File: config.mk
export PLATFORM = sky130hd
export DESIGN_NAME = sop_alu
export DESIGN_NICKNAME = d
export VERILOG_FILES = /design/src/rtl/sop_alu.sv
export SDC_FILE = /design/constraint.sdc
export NUM_CORES = 1
export LEC_CHECK = 0
export BUFFER_PORTS_ARGS = -buffer_cell sky130_fd_sc_hd__buf_2
export CORE_MARGIN = 10
export CORE_UTILIZATION = 40
export DETAILED_ROUTE_END_ITERATION = 10
export GPL_TIMING_DRIVEN = 0
export MAX_ROUTING_LAYER = met4
export SYNTH_ARGS = -nofsm -noshare
export SYNTH_HDL_FRONTEND = slang
export SYNTH_SLANG_ARGS = --single-unit
File: constraint.sdc
create_clock -name clk -period 0.8 [get_ports clk]
set_input_delay 0.04 -clock clk [delete_from_list [all_inputs] [get_ports clk]]
set_output_delay 0.04 -clock clk [all_outputs]
set_load 0.03 [all_outputs]
File: src/rtl/sop_alu.sv
module sop_alu #(
  parameter int W = 16
) (
  input  logic         clk,
  input  logic         rst_n,
  input  logic [3:0]   op_i,
  input  logic         byte_i,
  input  logic         carry_i,
  input  logic [W-1:0] operand_i,
  output logic [W-1:0] result_o,
  output logic         n_o,
  output logic         z_o,
  output logic         v_o,
  output logic         c_o
);
  localparam int H = W / 2;
  localparam logic [3:0] OP_CLR = 4'd0, OP_COM = 4'd1, OP_NEG = 4'd2, OP_INC = 4'd3,
                         OP_DEC = 4'd4, OP_ADC = 4'd6, OP_SBC = 4'd7,
                         OP_ASR = 4'd8, OP_ASL = 4'd9, OP_ROR = 4'd10, OP_ROL = 4'd11,
                         OP_SWP = 4'd12;
  localparam logic [W-1:0] LOW_MASK = {{(W-H){1'b0}}, {H{1'b1}}};
  localparam logic [W-1:0] ONE = {{(W-1){1'b0}}, 1'b1};

  logic         is_byte;
  logic [W-1:0] mask, signm, tv, r, rv, res;
  logic         msb_in, n, z, v, c;

  assign is_byte = byte_i && (op_i != OP_SWP);
  assign mask    = is_byte ? LOW_MASK : '1;
  assign signm   = is_byte ? (ONE << (H-1)) : (ONE << (W-1));
  assign tv      = operand_i & mask;
  assign msb_in  = |(tv & signm);
  assign rv      = r & mask;

  always_comb begin
    r = tv;
    v = 1'b0;
    c = 1'b0;
    unique case (op_i)
      OP_CLR: r = '0;
      OP_COM: begin r = ~tv; c = 1'b1; end
      OP_NEG: begin
        r = (~tv + ONE) & mask;
        v = (r == signm);
        c = (r != '0);
      end
      OP_INC: begin r = tv + ONE; v = (tv == signm - ONE); c = carry_i; end
      OP_DEC: begin r = tv - ONE; v = (tv == signm);       c = carry_i; end
      OP_ADC: begin
        r = tv + {{(W-1){1'b0}}, carry_i};
        v = carry_i && (tv == signm - ONE);
        c = carry_i && (tv == mask);
      end
      OP_SBC: begin
        r = tv - {{(W-1){1'b0}}, carry_i};
        v = carry_i && (tv == signm);
        c = carry_i && (tv == '0);
      end
      OP_ASR: begin r = (tv >> 1) | (msb_in  ? signm : '0); c = tv[0]; end
      OP_ROR: begin r = (tv >> 1) | (carry_i ? signm : '0); c = tv[0]; end
      OP_ASL: begin r = tv << 1; c = msb_in; end
      OP_ROL: begin r = (tv << 1) | {{(W-1){1'b0}}, carry_i}; c = msb_in; end
      OP_SWP: r = {operand_i[H-1:0], operand_i[W-1:H]};
      default: r = tv;
    endcase
  end

  always_comb begin
    res = is_byte ? ((operand_i & ~mask) | rv) : r;
    if (op_i == OP_SWP) begin
      n = r[H-1];
      z = (r[H-1:0] == '0);
    end else begin
      n = |(rv & signm);
      z = (rv == '0);
    end
  end

  always_ff @(posedge clk or negedge rst_n) begin
    if (!rst_n) begin
      result_o <= '0;
      {n_o, z_o, v_o, c_o} <= 4'b0;
    end else begin
      result_o <= res;
      n_o <= n;
      z_o <= z;
      v_o <= (op_i >= OP_ASR && op_i <= OP_ROL) ? (n ^ c) : v;
      c_o <= c;
    end
  end
endmodule

==> results.json <==
{
  "fillers": 682,
  "antennaDiodeCount": 0,
  "fin_area_mm2": 0.00522,
  "multi_input_area_mm2": 0.00322,
  "ys_types": 74,
  "cts_root_buf": "clkbuf_8",
  "path_clk_slew_ps": 80,
  "io_buffers": 38,
  "finalSetupTns_ps": -28620,
  "cts_sinks": 20,
  "tightest_slew_ps": 733,
  "antenna_found_initial": 0,
  "cts_made_buffers": 3,
  "dp_worst_setup_slack_ps": -2820,
  "grt_max_degree": 21,
  "design.core.area_mm2": 0.00781,
  "register_area_um2": 500,
  "ir_drop_mv": 0.677,
  "rsz0062_at_grt": "yes",
  "route.antenna.remaining_nets": 0,
  "syn_avg_cell_area_um2": 6.82,
  "placed_cells": 615,
  "grt_first_pass_wirelength_mm": 24.1,
  "synth-edff-count": 0,
  "cp.required_ps": 990,
  "drt-initial-drc-count": 469,
  "min_period_ps": 2960,
  "powerDensity_mw_per_mm2": 1000,
  "grt_overflow": 0,
  "ys_seq_elements": 20,
  "place_congestion": 1.00,
  "drc": 0,
  "grt_use_total_pct": 26.2,
  "cts_buffer_depth": 2,
  "place_area_mm2": 0.00386,
  "p_leak_nw": 2.07,
  "initial_core_util_pct": 41.5,
  "syn_area_mm2": 0.00324,
  "finalCritPeriodShare_pct": 370,
  "cap_viol_max_count": 0,
  "critPathArrivalTime_ps": 3160,
  "fmax_mhz": 338,
  "grt_pass1_vias": 4209,
  "worst_slack_ps": -2160,
  "synth_ff_type": "dfrtp_1",
  "yosysSeqAreaShare_pct": 15.5,
  "relSlewSlack_pct": 51.1,
  "wl_per_cell_um": 23.5,
  "status": "complete, but fails checks",
  "instances_no_fill": 668,
  "fin_total_pwr_w": 0.00524,
  "slew_viol_final": 0,
  "syn_nets": 508,
  "die_x_um": 110,
  "hold_viol": 0,
  "num_vias": 4416,
  "drive_gt1_share_pct": 41.3,
  "die_h_um": 110,
  "design.die.area_mm2": 0.0121,
  "cp-end-kind": "flip-flop",
  "yosysTopAreaCell": "dfrtp_1",
  "ys.warnings.count": 0,
  "synth.area.top_cells": "dfrtp_1 15%, o21ai_0 6.0%, nand2_1 5.6%, a21oi_1 4.8%, clkbuf_1 4.4%",
  "yosysTopAreaCellShare_pct": 15.5,
  "h-tree-depth": 1,
  "async_flop_share_pct": 100,
  "dp_hpwl_mm": 10.9,
  "critPathMaxFanout": 4,
  "synth_cells": 475,
  "routed_wl_mm": 15.7,
  "critPathKind": "in -> reg",
  "io_pins": 44,
  "rows": 32,
  "setup_viol": 40,
  "violations": "setup timing",
  "drtPass1Iterations": 5,
  "synthToLayoutAreaGrowth_pct": 61.1,
  "vias_per_cell": 6.61,
  "worst_setup_path_start_kind": "input port",
  "tritoncts": "yes",
  "hold_path_class": "in -> async",
  "nets": 600
}
-- sequential cells by signal (all words and copies together) (netlist names) --
signal and cells:
result_o 16, c_o 1, n_o 1, v_o 1, z_o 1
-- power breakdown --
group,internal (W),switching (W)
combinational,0.00140,0.00185
clock,0.000440,0.000366
sequential,0.00113,0.0000545
total,0.00297,0.00227
-- synth_stat cells, types with 6 or more instances --
| master | n |
|---|---|
| inv_1 | 16 |
| xnor2_1 | 10 |
| buf_2 | 6 |
| a21o_1 | 7 |
| nand2b_1 | 7 |
| mux2i_1 | 10 |
| nor2_1 | 38 |
| or3_1 | 7 |
| o22ai_1 | 10 |
| a221oi_1 | 7 |
| nand3_1 | 21 |
| clkbuf_1 | 38 |
| o21a_1 | 7 |
| ha_1 | 9 |
| a21oi_1 | 31 |
| nand4_1 | 9 |
| nand2_1 | 48 |
| a31oi_1 | 9 |
| dfrtp_1 | 20 |
| o21ai_0 | 39 |
| nor2b_1 | 8 |
| nor3_1 | 15 |
-- repair_timing --
item,in CTS,in global routing
hold buffers,1,0
endpoints found under the setup margin,40,40
endpoints found under the hold margin,20,0
setup buffers,39,24
resized for setup,156,76
pin swaps,44,37
-- layout by cell type (no fill, tap or decap), drive strengths merged, types with 4 or more instances in the layout --
master,netlist,routed
o21ai,42,42
a21oi,32,32
mux2i,10,10
inv,17,15
dfrtp,20,20
o21a,7,7
nand4,9,9
a221o,5,5
nor4,5,5
buf,11,101
nand2b,7,7
a31oi,9,9
nor3,16,16
nor2b,8,8
or3,8,8
ha,9,9
nand2,48,48
a21o,7,7
clkbuf,38,38
mux2,4,4
o32ai,4,4
nand3,22,22
and2,4,4
o211ai,4,4
nor2,38,38
xnor2,10,10
o31ai,5,5
o22ai,10,10
xor2,4,4
a221oi,8,8
-- through the flow --
stage                     util (%)  hold WS [ps]
after detailed placement      49.4          18.8
after global placement        49.4         0.966
after global routing          66.8           291
after CTS                     62.0           259
final                         66.8           242
after floorplan                  -          -256
-- routing by layer --
metal  vias to the layer above  GRT usage (%)  wire length [µm]  part of all wire [%]
li1                       1972              -                 -                     -
met1                      2094           32.8              6270                    40
met2                       293           40.4              7180                    46
met3                        57           4.12              1420                   9.1
met4                         0           12.5               841                   5.4
met5                         -              -                 0                     0
-- cell type report --
class                   count  area share, %
multi-input cells         389           61.7
repair buffers             90           15.2
flip-flops and latches     20           9.59
plain buffers              46           7.94
well taps                 102           2.45
inverters                  17           2.09
clock buffers               4           1.06
-- worst max path at each step --
stage | start | slack [ps] | depth (start not counted) | end
2_1_floorplan | op_i[1] | -2140 | 17 | v_o$_DFF_PN0_
3_3_place_gp | op_i[1] | -2840 | 18 | v_o$_DFF_PN0_
3_5_place_dp | op_i[1] | -2820 | 18 | v_o$_DFF_PN0_
4_1_cts | op_i[0] | -2230 | 16 | z_o$_DFF_PN0_
5_1_grt | op_i[0] | -2260 | 20 | z_o$_DFF_PN0_
6_report | op_i[0] | -2160 | 16 | z_o$_DFF_PN0_
-- kinds of logic after synthesis --
family,share of synthesized area (%)
buffers and inverters,8.35
AOI/OAI and AO/OA,34.7
xor gates and xnor gates,3.79
muxes,4.48
and+or+nand+nor,29.8
adders and majority gates,3.48
DFF,15.5
-- critical path, stage by stage --
cell	delay (ps)
buf_8	100
buf_8	110
nand3b_1	210
nand3_4	140
buf_12	120
inv_12	30
clkbuf_16	140
xnor2_4	160
ha_4	180
nand2b_4	150
o21ai_4	60
a211o_1	300
a221o_1	330
or4_4	480
or4_4	420
nor3_2	180
(Power assumes the default switching activity.)
